## src/rtl/secded_tx_pkg.sv

```systemverilog
package secded_tx_pkg;

   // Number of Hamming check bits needed to cover k data bits.
   function automatic int ham_check_bits(input int k);
      int r;
      r = 0;
      while ((1 << r) < (k + r + 1)) r++;
      return r;
   endfunction

   // Width of one coded word: data, check bits and one overall parity bit.
   function automatic int coded_width(input int k);
      return k + ham_check_bits(k) + 1;
   endfunction

endpackage

```

## src/rtl/secded_byte_enc.sv

```systemverilog
module secded_byte_enc
   import secded_tx_pkg::*;
#(
   parameter int BYTE_W = 8
) (
   input  logic [BYTE_W-1:0]               din,
   output logic [coded_width(BYTE_W)-1:0]  cw
);
   localparam int CHK_W = ham_check_bits(BYTE_W);
   localparam int HAM_N = BYTE_W + CHK_W;

   logic [HAM_N:1] pos;

   always_comb begin
      int di;
      logic acc;
      pos = '0;
      di  = 0;
      // data bits fill every position that is not a power of two
      for (int p = 1; p <= HAM_N; p++) begin
         if ((p & (p - 1)) != 0) begin
            pos[p] = din[di];
            di++;
         end
      end
      // check bit r covers every position with bit r of its index set
      for (int r = 0; r < CHK_W; r++) begin
         acc = 1'b0;
         for (int p = 1; p <= HAM_N; p++) begin
            if (((p >> r) & 1) == 1) acc = acc ^ pos[p];
         end
         pos[1 << r] = acc;
      end
      cw = {^pos, pos};
   end

endmodule

```

## src/rtl/tx_bit_timer.sv

```systemverilog
module tx_bit_timer #(
   parameter int CLKS_PER_BIT = 8
) (
   input  logic clk,
   input  logic rst_n,
   input  logic load,
   input  logic run,
   output logic tick
);
   localparam int CNT_W = (CLKS_PER_BIT > 1) ? $clog2(CLKS_PER_BIT) : 1;
   localparam logic [CNT_W-1:0] RELOAD = CNT_W'(CLKS_PER_BIT - 1);
   localparam bit POW2 = ((CLKS_PER_BIT & (CLKS_PER_BIT - 1)) == 0);

   logic [CNT_W-1:0] cnt;

   assign tick = run && (cnt == '0);

   generate
      if (POW2) begin : g_wrap
         // power-of-two period: the down-counter wraps by itself
         always_ff @(posedge clk or negedge rst_n) begin
            if (!rst_n)    cnt <= '0;
            else if (load) cnt <= RELOAD;
            else if (run)  cnt <= cnt - 1'b1;
         end
      end else begin : g_reload
         always_ff @(posedge clk or negedge rst_n) begin
            if (!rst_n)    cnt <= '0;
            else if (load) cnt <= RELOAD;
            else if (run)  cnt <= (cnt == '0) ? RELOAD : cnt - 1'b1;
         end
      end
   endgenerate

endmodule

```

## src/rtl/tx_frame_seq.sv

```systemverilog
module tx_frame_seq #(
   parameter int TOTAL_BITS = 30
) (
   input  logic                  clk,
   input  logic                  rst_n,
   input  logic                  load,
   input  logic [TOTAL_BITS-1:0] load_bits,
   input  logic                  tick,
   output logic                  line,
   output logic                  busy
);
   localparam int IDX_W = $clog2(TOTAL_BITS);
   localparam logic [IDX_W-1:0] LAST = IDX_W'(TOTAL_BITS - 1);

   logic [TOTAL_BITS-1:0] sreg;
   logic [IDX_W-1:0]      idx;

   always_ff @(posedge clk or negedge rst_n) begin
      if (!rst_n) begin
         line <= 1'b1;
         busy <= 1'b0;
         sreg <= '1;
         idx  <= '0;
      end else if (load) begin
         line <= load_bits[0];
         sreg <= {1'b1, load_bits[TOTAL_BITS-1:1]};
         idx  <= '0;
         busy <= 1'b1;
      end else if (tick) begin
         if (idx == LAST) begin
            busy <= 1'b0;
            line <= 1'b1;
         end else begin
            line <= sreg[0];
            sreg <= {1'b1, sreg[TOTAL_BITS-1:1]};
            idx  <= idx + 1'b1;
         end
      end
   end

endmodule

```

## src/rtl/secded_serial_tx.sv

```systemverilog
module secded_serial_tx
   import secded_tx_pkg::*;
#(
   parameter int SAMPLE_W     = 16,
   parameter int BYTE_W       = 8,
   parameter int CLKS_PER_BIT = 8,
   parameter bit HIGH_FIRST   = 1'b1
) (
   input  logic                clk,
   input  logic                rst_n,
   input  logic                in_valid,
   output logic                in_ready,
   input  logic [SAMPLE_W-1:0] in_data,
   output logic                tx_line
);
   localparam int N_BYTES    = SAMPLE_W / BYTE_W;
   localparam int CW_W       = coded_width(BYTE_W);
   localparam int FRAME_W    = CW_W + 2;
   localparam int TOTAL_BITS = FRAME_W * N_BYTES;

   generate
      if (SAMPLE_W % BYTE_W != 0) begin : g_bad_split
         $error("SAMPLE_W must be a whole number of bytes");
      end
      if (BYTE_W < 2) begin : g_bad_byte
         $error("BYTE_W must be at least 2");
      end
      if (CLKS_PER_BIT < 2) begin : g_bad_rate
         $error("CLKS_PER_BIT must be at least 2");
      end
   endgenerate

   logic [CW_W-1:0]       cw_arr [N_BYTES];
   logic [TOTAL_BITS-1:0] frame_bits;
   logic                  busy;
   logic                  accept;
   logic                  tick;

   genvar g;
   generate
      for (g = 0; g < N_BYTES; g++) begin : g_enc
         secded_byte_enc #(.BYTE_W(BYTE_W)) u_enc (
            .din (in_data[g*BYTE_W +: BYTE_W]),
            .cw  (cw_arr[g])
         );
      end
      for (g = 0; g < N_BYTES; g++) begin : g_slot
         localparam int SRC = HIGH_FIRST ? (N_BYTES - 1 - g) : g;
         assign frame_bits[g*FRAME_W +: FRAME_W] = {1'b1, cw_arr[SRC], 1'b0};
      end
   endgenerate

   assign in_ready = !busy;
   assign accept   = in_valid && in_ready;

   tx_bit_timer #(.CLKS_PER_BIT(CLKS_PER_BIT)) u_timer (
      .clk   (clk),
      .rst_n (rst_n),
      .load  (accept),
      .run   (busy),
      .tick  (tick)
   );

   tx_frame_seq #(.TOTAL_BITS(TOTAL_BITS)) u_seq (
      .clk       (clk),
      .rst_n     (rst_n),
      .load      (accept),
      .load_bits (frame_bits),
      .tick      (tick),
      .line      (tx_line),
      .busy      (busy)
   );

endmodule

```

## config.mk

```make
export PLATFORM = sky130hd
export DESIGN_NAME = secded_serial_tx
export DESIGN_NICKNAME = d
export VERILOG_FILES = /design/src/rtl/secded_tx_pkg.sv /design/src/rtl/secded_byte_enc.sv /design/src/rtl/tx_bit_timer.sv /design/src/rtl/tx_frame_seq.sv /design/src/rtl/secded_serial_tx.sv
export SDC_FILE = /design/constraint.sdc
export NUM_CORES = 1
export LEC_CHECK = 0
export BUFFER_PORTS_ARGS = -buffer_cell sky130_fd_sc_hd__buf_2
export CAP_MARGIN = 20
export CORE_ASPECT_RATIO = 0.9
export CORE_MARGIN = 10
export CORE_UTILIZATION = 60
export DETAILED_ROUTE_END_ITERATION = 10
export PLACE_DENSITY = 0.8
export SYNTH_ARGS = -nofsm -noshare
export SYNTH_HDL_FRONTEND = slang
export SYNTH_HIERARCHICAL = 1
export SYNTH_SLANG_ARGS = --single-unit
```

## constraint.sdc

```tcl
create_clock -name clk -period 2.05 [get_ports clk]
set_input_delay 0.3075 -clock clk [delete_from_list [all_inputs] [get_ports clk]]
set_output_delay 0.3075 -clock clk [all_outputs]
set_load 0.1 [all_outputs]
```

==> impl_metrics.csv <==
group,metric,value,unit
global_route,antenna_found_initial,0,
clock_network,root_buffer,"clkbuf_8",
sta,hold_slack,30.2,ps
cells_and_area,drive_gt1_frac,0.272,
sta,max_freq,584,MHz
critical_path,reg2reg_from,"u_timer/cnt[0]$_DFFE_PN0P_",
global_route,grt_pass1_vias,1760,
global_route,grt_pass1_wl,8450,um
floorplan,rows,21,
critical_path,worst-r2r-setup-slack,340,ps
routing,viasPerCell,6.05,
sta,clock_skew,10.1,ps
run_status,status,"completed",
critical_path,crit_path_max_fanout,19,
yosys,yosysTopAreaCell,"dfstp_2",
power_and_ir_drop,p_leak,0.00105,uW
cells_and_area,syn_to_final_growth,5.31,%
yosys,async_reset_ff_frac,1.00,
critical_path,cp.required,2270,ps
placement,place_ws,374,ps
sta,setup_viol,0,
clock_network,clkLatencyLatePin,290,ps
clock_network,ctsHoldBuffers,0,
routing,final_antenna_net_count,0,
yosys,syn-instance-count,258,
critical_path,crit_path_end_kind,"flip-flop",
yosys,synth-seq-cells,39,
yosys,avgSynthCellArea,9.51,um^2
sta,hold_viol,0,
floorplan,start_util,0.639,
global_route,grt_max_degree,70,
routing,dr.pass1.iters,4,
critical_path,max_stage_delay,370,ps
critical_path,start_kind,"flip-flop",
routing,wl_per_cell,16.1,um
floorplan,die_area,0.00705,mm^2
routing,drc,0,
routing,wirelength,4870,um
cells_and_area,antennaDiodeCount,0,
cells_and_area,multi_input_area,0.00122,mm^2
clock_network,post_cts_buffers,0,
clock_network,clock_path_buffers,2,
yosys,synth_most_common_cell,"a21oi_1",
clock_network,post_cts_resized,0,
cells_and_area,final_util,0.673,
min_path,hp-class,"in2async",
yosys,yosysWarnings,6,
cells_and_area,seq_area,0.00101,mm^2
routing,vias,1832,
power_and_ir_drop,p_per_area,1400,mW/mm^2
yosys,synth.distinct_cells,34,
routing,drt_iter0_drc,155,
critical_path,timing.rr.end,"u_seq/sreg[25]$_DFFE_PN1P_",
clock_network,cts_made_buffers,5,
clock_network,cts_sinks,39,
cells_and_area,fill_cells,298,
sta,fin_crit,1710,ps
placement,dp_hpwl,3200,um
critical_path,path_delay_family,"buffers and inverters",
sta,slew_violations,0,
global_route,grt_util_all_layers,0.147,
yosys,netlist_top_cells_count,"a21oi_1 (35), o21ai_0 (32), dfstp_2 (30)",
floorplan,core_area,0.00384,mm^2
sta,layout_setup_ws,339,ps
yosys,synth_ff_type,"dfstp_2",
sta,slew_headroom,0.571,
yosys,syn_area,0.00245,mm^2
sta,worst_pin_slew,644,ps
flow_run,maxCapViolations,0,
critical_path,crit_buf_inv,3,
yosys,synth_top_area_frac,0.321,
cells_and_area,nets,279,
global_route,globalRoute.totalOverflow,0,
placement,finalWeightedCongestion,0.780,
floorplan,ios,21,
placement,port_buffers,20,
critical_path,arrival,1930,ps
yosys,ys_top_cells_by_area,"dfstp_2 (32%), dfrtp_1 (9.2%), nor2b_1 (7.4%)",
critical_path,crit_type,"reg2reg",
clock_network,cts_tree,"done",
floorplan,dieHeight,80.7,um
clock_network,htreeDepth,2,
critical_path,worstRegToRegCells,7,
sta,fin_setup_tns,0,ps
power_and_ir_drop,peakVddDrop,0.738,mV
critical_path,cpMaxStageDelayCell,"dfrtp_1",
sta,rsz0062_at_grt,"false",
floorplan,die_w,87.4,um
critical_path,path_cells,"inv_1 -> ha_1 -> and3b_2 -> inv_2 -> buf_4 -> o21ai_0 -> a21oi_1",
yosys,synth-edff-count,0,
yosys,yosysSeqAreaShare,0.413,
sta,timing.final.crit_share,0.835,
clock_network,cts.clk_slew.worst_paths,70,ps
how the worst max path moves through the flow:
stage,depth (start not counted),to,startpoint,slack (ps)
6_report,7,u_seq/sreg[25]$_DFFE_PN1P_,u_timer/cnt[0]$_DFFE_PN0P_,340
5_1_grt,7,u_seq/sreg[25]$_DFFE_PN1P_,u_timer/cnt[0]$_DFFE_PN0P_,180
4_1_cts,7,u_seq/sreg[25]$_DFFE_PN1P_,u_timer/cnt[0]$_DFFE_PN0P_,360
3_5_place_dp,7,u_seq/sreg[25]$_DFFE_PN1P_,u_timer/cnt[0]$_DFFE_PN0P_,370
3_3_place_gp,7,u_seq/sreg[22]$_DFFE_PN1P_,u_timer/cnt[0]$_DFFE_PN0P_,450
2_1_floorplan,7,u_seq/line$_DFFE_PN1P_,u_timer/cnt[0]$_DFFE_PN0P_,510
where the power goes:
group	internal (uW)	total [uW]	switching [uW]
clock network	364	630	265
registers	1350	1590	235
logic	586	1390	807
total	2300	3610	1310
cell usage in the layout, fill, tap and decap left out, types with 2 or more instances in the layout:
cell | netlist | routed
buf_2 | 10 | 20
clkbuf_1 | 10 | 2
inv_1 | 4 | 4
or2_2 | 2 | 2
nor2_1 | 3 | 3
buf_4 | 16 | 4
nand4_1 | 3 | 3
dfstp_2 | 30 | 30
conb_1 | 2 | 4
nand2_1 | 2 | 2
xor2_2 | 2 | 2
buf_12 | 0 | 2
a31oi_1 | 28 | 28
ha_1 | 4 | 4
a21oi_1 | 35 | 35
o21ai_0 | 32 | 32
nand2b_1 | 2 | 2
nor2b_1 | 29 | 28
or3_1 | 2 | 2
xnor2_1 | 11 | 11
xnor3_1 | 6 | 6
dfrtp_1 | 9 | 9
clkbuf_8 | 0 | 5
xor2_1 | 4 | 4
per-layer routing:
metal	global-route usage	share of wire	wire (um)	vias to the layer above
met2	0.222	0.47	2290	45
met3	0.0333	0.051	251	9
li1	-	-	-	882
met1	0.194	0.46	2250	896
met5	0	0	0	-
met4	0.0669	0.018	86	0
kinds of logic (layout without fill, tap and decap cells):
group	Yosys count	count (layout)	synth area share
flops	39	39	0.413
simple gates	47	47	0.118
xor+xnor	23	23	0.122
buf+inv	42	39	0.0969
fa+ha+maj	4	4	0.0204
compound gates	101	101	0.227
other cells	2	4	0.00306
stage by stage:
step	cells	instance area, um^2	power (uW)
final	303	2580	3610
after global placement	295	2480	2910
after global routing	303	2580	3880
after detailed placement	295	2480	2980
after CTS	303	2580	3620
after floorplan	260	2460	2670
final cells by class:
| cell class | count | share of cell area |
|---|---|---|
| Multi-Input combinational cell | 179 | 0.471 |
| Sequential cell | 39 | 0.392 |
| Timing Repair Buffer | 26 | 0.0659 |
| Clock buffer | 7 | 0.0296 |
| Tap cell | 46 | 0.0223 |
| Clock inverter | 1 | 0.0116 |
| Inverter | 5 | 0.00727 |
worst reg2reg max path, delay by kind of cell (launching register included):
| kind | cells | cell delay, ps |
|---|---|---|
| buffers and inverters | 3 | 550 |
| DFF | 1 | 370 |
| AOI/OAI and AO/OA | 2 | 270 |
| and+or+nand+nor | 1 | 260 |
| adders and majority gates | 1 | 190 |
state kept, by name, summed over array words and instances (netlist names):
name         count
u_seq/sreg      29
u_seq/idx        5
u_timer/cnt      3
u_seq/busy       1
u_seq/line       1
No activity file was read; power rests on OpenSTA's default activity.
